`src/rtl/sep_pkg.sv`:
```
// Shared types and helpers for the subsystem sum processor.
package sep_pkg;
    // Selects what each enabled link contributes to the total.
    typedef enum logic {
        SUM_ENERGY = 1'b0,
        SUM_HITS   = 1'b1
    } sum_mode_e;
endpackage

```
`src/rtl/sep_link_fifo.sv`:
```
// Per-link skew queue.
// Holds words of one input link until the aligner consumes them.
// Assumes pop is only raised while the queue is non-empty. A push while
// full is accepted only if a pop happens in the same cycle; otherwise the
// new word is dropped. A flush empties the queue.
module sep_link_fifo #(
    parameter int W     = 24,
    parameter int DEPTH = 16
) (
    input  logic         clk,
    input  logic         rst_n,
    input  logic         flush,
    input  logic         push,
    input  logic [W-1:0] din,
    input  logic         pop,
    output logic [W-1:0] dout,
    output logic         empty
);
    localparam int AW = $clog2(DEPTH);

    logic [W-1:0]  mem [DEPTH];
    logic [AW-1:0] wr_ptr;
    logic [AW-1:0] rd_ptr;
    logic [AW:0]   cnt;
    logic          push_ok;
    logic          pop_ok;

    assign pop_ok  = pop && (cnt != '0);
    assign push_ok = push && ((32'(cnt) != DEPTH) || pop_ok);
    assign empty   = (cnt == '0);
    assign dout    = mem[rd_ptr];

    // Purpose: advance the pointers and the occupancy count.
    always_ff @(posedge clk) begin
        if (!rst_n || flush) begin
            wr_ptr <= '0;
            rd_ptr <= '0;
            cnt    <= '0;
        end else begin
            if (push_ok) wr_ptr <= wr_ptr + 1'b1;
            if (pop_ok)  rd_ptr <= rd_ptr + 1'b1;
            cnt <= cnt + (AW+1)'(push_ok) - (AW+1)'(pop_ok);
        end
    end

    // Purpose: store an accepted word.
    always_ff @(posedge clk) begin
        if (push_ok) mem[wr_ptr] <= din;
    end
endmodule

```
`src/rtl/sep_align_sum.sv`:
```
// Timestamp aligner and saturating adder (combinational).
// Declares the heads ready when every enabled queue is non-empty.
// Compares every enabled head timestamp with the first enabled one.
// Forms the total in the selected mode, clamped to the output width.
// Assumes the output width is no wider than the internal accumulator.
module sep_align_sum
    import sep_pkg::*;
#(
    parameter int NLINK = 8,
    parameter int DW    = 16,
    parameter int TSW   = 8,
    parameter int OW    = 16
) (
    input  logic [NLINK-1:0]     mask,
    input  logic [NLINK-1:0]     empty,
    input  logic [NLINK*DW-1:0]  head_data,
    input  logic [NLINK*TSW-1:0] head_ts,
    input  sum_mode_e            mode,
    output logic                 ready,
    output logic                 match,
    output logic [OW-1:0]        sum,
    output logic [TSW-1:0]       ts_ref
);
    localparam int ACCW = ((DW > OW) ? DW : OW) + $clog2(NLINK) + 1;
    localparam logic [ACCW-1:0] MAXO = ACCW'({OW{1'b1}});

    logic [ACCW-1:0] acc;
    logic            found;

    // Purpose: readiness, timestamp agreement and the raw total.
    always_comb begin
        ready  = |mask;
        match  = 1'b1;
        found  = 1'b0;
        ts_ref = '0;
        acc    = '0;
        for (int i = 0; i < NLINK; i++) begin
            if (mask[i]) begin
                if (empty[i]) ready = 1'b0;
                if (!found) begin
                    ts_ref = head_ts[i*TSW +: TSW];
                    found  = 1'b1;
                end else if (head_ts[i*TSW +: TSW] != ts_ref) begin
                    match = 1'b0;
                end
                if (mode == SUM_HITS)
                    acc = acc + ACCW'(head_data[i*DW +: DW] != '0);
                else
                    acc = acc + ACCW'(head_data[i*DW +: DW]);
            end
        end
    end

    // Purpose: clamp the total to the largest output word.
    always_comb begin
        sum = (acc > MAXO) ? {OW{1'b1}} : acc[OW-1:0];
    end
endmodule

```
`src/rtl/sep_sum_processor.sv`:
```
// Subsystem sum processor top.
// Queues each enabled link's words and pops all enabled heads together.
// Registers one report when their timestamps agree. Raises a sticky error
// and skips the report when they disagree. Fans the report out to NGTP
// downstream slots. Assumes the link inputs are synchronous to clk.
module sep_sum_processor
    import sep_pkg::*;
#(
    parameter int NLINK      = 8,
    parameter int DW         = 16,
    parameter int TSW        = 8,
    parameter int OW         = 16,
    parameter int FIFO_DEPTH = 16,
    parameter int NGTP       = 2
) (
    input  logic                 clk,
    input  logic                 rst_n,
    input  logic [NLINK-1:0]     lnk_valid,
    input  logic [NLINK*DW-1:0]  lnk_data,
    input  logic [NLINK*TSW-1:0] lnk_ts,
    input  logic [NLINK-1:0]     link_mask,
    input  logic                 hit_mode,
    input  logic                 partial_mode,
    input  logic                 board_id,
    output logic [NGTP-1:0]      rpt_valid,
    output logic [NGTP*OW-1:0]   rpt_sum,
    output logic [NGTP*TSW-1:0]  rpt_ts,
    output logic [NGTP-1:0]      rpt_partial,
    output logic [NGTP-1:0]      rpt_board,
    output logic                 ts_err
);
    localparam int EW = TSW + DW;

    logic [NLINK-1:0]     q_empty;
    logic [NLINK-1:0]     q_pop;
    logic [NLINK*DW-1:0]  q_data;
    logic [NLINK*TSW-1:0] q_ts;
    logic                 al_ready;
    logic                 al_match;
    logic [OW-1:0]        al_sum;
    logic [TSW-1:0]       al_ts;

    logic                 r_vld;
    logic [OW-1:0]        r_sum;
    logic [TSW-1:0]       r_ts;
    logic                 r_part;
    logic                 r_board;
    logic                 r_err;

    // One skew queue per link; a disabled link is held flushed.
    for (genvar i = 0; i < NLINK; i++) begin : g_link
        logic [EW-1:0] head;

        sep_link_fifo #(.W(EW), .DEPTH(FIFO_DEPTH)) fifo_i (
            .clk   (clk),
            .rst_n (rst_n),
            .flush (!link_mask[i]),
            .push  (lnk_valid[i] && link_mask[i]),
            .din   ({lnk_ts[i*TSW +: TSW], lnk_data[i*DW +: DW]}),
            .pop   (q_pop[i]),
            .dout  (head),
            .empty (q_empty[i])
        );

        assign q_ts[i*TSW +: TSW] = head[EW-1:DW];
        assign q_data[i*DW +: DW] = head[DW-1:0];
    end

    sep_align_sum #(.NLINK(NLINK), .DW(DW), .TSW(TSW), .OW(OW)) align_i (
        .mask      (link_mask),
        .empty     (q_empty),
        .head_data (q_data),
        .head_ts   (q_ts),
        .mode      (sum_mode_e'(hit_mode)),
        .ready     (al_ready),
        .match     (al_match),
        .sum       (al_sum),
        .ts_ref    (al_ts)
    );

    // Every enabled head is consumed once all are present, match or not.
    assign q_pop = al_ready ? link_mask : '0;

    // Purpose: register the report and the sticky mismatch flag.
    always_ff @(posedge clk) begin
        if (!rst_n) begin
            r_vld   <= 1'b0;
            r_sum   <= '0;
            r_ts    <= '0;
            r_part  <= 1'b0;
            r_board <= 1'b0;
            r_err   <= 1'b0;
        end else begin
            r_vld <= al_ready && al_match;
            if (al_ready && al_match) begin
                r_sum   <= al_sum;
                r_ts    <= al_ts;
                r_part  <= partial_mode;
                r_board <= board_id;
            end
            if (al_ready && !al_match) r_err <= 1'b1;
        end
    end

    // Identical copy of the report for each downstream processor.
    for (genvar g = 0; g < NGTP; g++) begin : g_fanout
        assign rpt_valid[g]           = r_vld;
        assign rpt_sum[g*OW +: OW]    = r_sum;
        assign rpt_ts[g*TSW +: TSW]   = r_ts;
        assign rpt_partial[g]         = r_part;
        assign rpt_board[g]           = r_board;
    end

    assign ts_err = r_err;
endmodule

```
`config.mk`:
```
export PLATFORM = sky130hd
export DESIGN_NAME = sep_sum_processor
export DESIGN_NICKNAME = d
export VERILOG_FILES = /design/src/rtl/sep_pkg.sv /design/src/rtl/sep_link_fifo.sv /design/src/rtl/sep_align_sum.sv /design/src/rtl/sep_sum_processor.sv
export SDC_FILE = /design/constraint.sdc
export NUM_CORES = 2
export LEC_CHECK = 0
export ABC_AREA = 1
export BUFFER_PORTS_ARGS = -buffer_cell sky130_fd_sc_hd__buf_2
export CAP_MARGIN = 10
export CORE_UTILIZATION = 30
export CTS_CLUSTER_DIAMETER = 200
export DETAILED_ROUTE_END_ITERATION = 8
export PLACE_DENSITY = 0.52
export RECOVER_POWER = 25
export SKIP_CTS_REPAIR_TIMING = 1
export SYNTH_ARGS = -nofsm -noshare
export SYNTH_HDL_FRONTEND = slang
export SYNTH_SLANG_ARGS = --single-unit
```
`constraint.sdc`:
```
create_clock -name clk -period 14.8 [get_ports clk]
set_input_delay 2.96 -clock clk [delete_from_list [all_inputs] [get_ports clk]]
set_output_delay 2.96 -clock clk [all_outputs]
set_load 0.01 [all_outputs]
```
==> implementation parameters <==
Parameter                              Value

Logic synthesis
  Distinct cell type count of the synthesized netlist ... 59
  Post-synth top area cell ... edfxtp_1
  Flip-flop cell with the highest count after synthesis ... edfxtp_1
  Parity-gate share of the synthesized area counting xor and xnor cells ... 0.592%
  Largest family of logic cells by synthesized area ... compound AO/OA/AOI/OAI gates
  Ys Warns ... 0
  Synth Cell Area ... 139,000 um2
  Most repeated cell in the gate-level netlist after synthesis ... edfxtp_1
  Mapped Nets ... 11,800
  Count of flip-flops with a built-in enable after synthesis ... 3,072
  Mux share of post-synthesis cell area ... 3.02%
  Share of synthesized area occupied by flip-flops and latches ... 68.8%
  Largest cells by area after synthesis ... edfxtp_1, o21ai_0, o211ai_1, mux2i_1, nor2_1
  Portion of synthesized cell area occupied by the leading cell type ... 66.4%
  Synth async-reset ratio ... 0%
  Flops & latches, synth ... 3,236
  Area share of fa/ha/maj cells after synthesis ... 2.02%
  Synthesized-area fraction occupied by and/or/nand/nor cells ... 8.17%
  Area fraction in compound gates after synthesis ... 12.5%
  Mean cell area of the mapped netlist ... 12.3 um2
  Ranking of synthesized cells by instance count ... edfxtp_1, o21ai_0, nor2_1
  Syn Inst Count ... 11,300

GRT
  Global-route wire length before repair ... 585,000 um
  Antenna violations before repair ... 135
  Total gr overflow ... 0
  Via count of the first global-routing pass ... 83,200
  Total global-route track usage ... 17.0%
  Maximum number of pins on one net before global-route repair ... 150

Route
  Number of DRC markers in iteration 0 ... 7,889
  Detailed-route DRC error count ... 0
  Routed length per placed instance ... 22.8 um
  Via density ... 4.95
  Wire length after detailed routing ... 409,000 um
  DR pass1 iterations ... 6
  Vias ... 88,600
  ANT nets after route ... 0

Layout
  Area of the multi-input gates ... 37,500 um2
  Layout Nets ... 11,900
  Non-filler instance count after layout ... 17,900
  Utilization after layout ... 34.2%
  Area added between synthesis and finish ... 13.4%
  Share of cells above drive strength 1 ... 8.50%
  Area taken by flip-flops and latches ... 95,600 um2
  Number of filler instances in the final layout ... 45,300

Die
  Die Wd ... 682 um
  Effective utilization at floorplan ... 30.2%
  Height of the die ... 682 um
  Number of placement rows ... 249
  IO Pins ... 268
  Full die area ... 466,000 um2
  Std-Cell Core Area ... 460,000 um2

Power
  Switching power ... 4.35 mW
  Internal power component ... 14.9 mW
  Switching Fraction ... 22.6%
  P_leak ... 52.3 nW
  Worst IR drop on VDD ... 0.0000897 V
  Total power after layout ... 19.2 mW
  Sequential cell fraction of total power ... 52.4%
  Share of power burned in the clock network ... 42.0%
  Share of power burned in combinational logic ... 5.7%
  Power Density ... 122 nW/um2

Critical path
  Slowest cell on the critical path ... dfxtp_4
  Critical Path End Type ... flip-flop
  Startpoint class of the critical path ... flip-flop
  Worst setup path class ... reg -> reg
  Crit path arrival time ... 13.66 ns
  Largest fanout of any net on the critical path ... 73
  Maximum cell stage delay along the critical path ... 0.58 ns
  Most common cell on crit path ... nand2_1
  Kind of cell adding the most delay to the critical path ... simple AND/OR/NAND/NOR gates
  Critical path buffer and inverter count ... 7
  Critical path required time ... 15.64 ns

Run
  MaxCap Viol Count ... 0

Timing
  Unrepaired setup endpoints after global routing ... false
  Post-route minimum period ... 12.82 ns
  Worst clock skew on the final layout ... 0.0343 ns
  Hold Fails Final Rpt ... 0
  Crit share post-route ... 86.6%
  Final Max Tran Viols ... 0
  Final setup violation count ... 0
  Max-slew headroom at the worst pin ... 17.0%
  Setup total negative slack ... 0 ns
  Worst path setup slack after routing ... 1.98 ns
  Maximum clock frequency ... 78.0 MHz
  Worst Max-Slew Pin Slew ... 1.24 ns

Run status
  Run status ... complete, no violations

Clock network
  Clock tree root buffer cell ... clkbuf_16
  Maximum buffer depth of the clock tree ... 4
  Clock latency on the worst-skew pair ... 0.96 ns
  TritonCTS clock tree ... yes
  Number of sinks driven by the clock tree ... 3,236
  Number of H-tree levels ... 5
  Clock slew at the register clock pins of the worst setup and hold paths ... 0.06 ns
  Total CTS buffers ... 336

Placement
  Number of port buffers ... 267
  Routability congestion estimate from global placement ... 0.843
  Cell count after placement ... 17,300
  Pre-CTS setup slack ... 1.34 ns
  HPWL after DPL ... 241,000 um

Hold path
  Worst hold path type ... reg -> reg
## power by group through the flow
| stage | Clock [mW] | Sequential (mW) | Combinational, mW |
|---|---|---|---|
| floorplan | 0 | 10.3 | 0.663 |
| global placement | 0 | 10.3 | 1.08 |
| detailed placement | 0 | 10.3 | 1.09 |
| CTS | 8.24 | 10.1 | 1.09 |
| global route | 8.56 | 10.1 | 1.21 |
| finish | 8.07 | 10.1 | 1.09 |
## per-layer routing
layer  part of all wire, %  up-vias  track usage (%)
li1                      -    41500                -
met1                    44    43900             23.2
met2                    46     2409             27.2
met3                   6.0      672             2.87
met4                   3.6       56             5.87
met5                 0.087        -                0
## through the flow
stage,hold WS [ns],cell area [um2]
after floorplan,0.412,139000
after global placement,0.433,147000
after detailed placement,0.437,147000
after CTS,0.448,158000
after global routing,0.477,157000
final,0.454,158000
## worst reg2reg max path, delay by kind of cell (launching register included)
family	cells	cell delay, ns
compound gates	20	3.35
xor+xnor	4	0.60
fa+ha+maj	8	2.90
buf+inv	7	1.45
flops	1	0.58
simple gates	34	3.83
## state kept, by name, summed over array words and instances (netlist names), named ones only
register,cells
g_link.fifo_i.cnt,40
g_link.fifo_i.mem,3072
g_link.fifo_i.rd_ptr,32
g_link.fifo_i.wr_ptr,32
r_board,1
r_part,1
r_sum,16
r_ts,8
r_vld,1
ts_err,1
## final timing paths
path                                           start                                 endpoint  slack (ns)  cells past startpoint
max                                        flip-flop                    r_sum[0]$_SDFFE_PN0P_        1.98                     73
min          g_link[6].fifo_i.rd_ptr[3]$_SDFFE_PP0P_  g_link[6].fifo_i.rd_ptr[3]$_SDFFE_PP0P_        0.45                      1
min reg2reg  g_link[6].fifo_i.rd_ptr[3]$_SDFFE_PP0P_  g_link[6].fifo_i.rd_ptr[3]$_SDFFE_PP0P_        0.45                      1
max reg2reg                                flip-flop                    r_sum[0]$_SDFFE_PN0P_        1.98                     73
## area by class of cell
cell class	count	area share [%]
sequential	3236	60.7
timing repair buffer	438	1.60
tap	6149	4.88
clock buffer	451	5.78
inverter	1002	2.39
antenna	34	0.0540
clock inverter	149	0.757
multi-input combinational	6436	23.8
## kinds of logic (layout without fill, tap and decap cells)
logic type               count (synthesis)  after routing
AO/OA/AOI/OAI                         3007           3007
XOR/XNOR                                93             93
adder cells (fa/ha/maj)                215            215
buffers and inverters                 1663           2040
other                                    0             34
flip-flops                            3236           3236
multiplexers                           419            419
AND/OR/NAND/NOR                       2702           2702
## cells in the final DEF, fill, tap and decap left out, types with 17 or more instances in the layout
cell,Yosys,layout
ha_1,200,200
o221ai_1,138,138
clkinv_2,0,52
mux2i_1,417,417
o22ai_1,42,42
diode_2,0,34
edfxtp_1,3072,3072
o21ai_0,1245,1245
o21a_1,17,17
o211ai_1,607,607
o21ai_1,106,106
inv_1,975,967
clkbuf_1,383,231
nor3_1,32,32
nand2_1,932,932
nand3_1,480,480
nand4_1,76,76
xnor2_1,35,35
inv_2,18,23
clkinv_1,8,66
a21oi_1,770,770
nor2_1,1078,950
dfxtp_1,164,140
buf_2,117,133
buf_4,54,166
nor4_1,20,20
nor2_4,9,137
xor2_1,57,57
clkbuf_16,0,345
(Power assumes the default switching activity.)
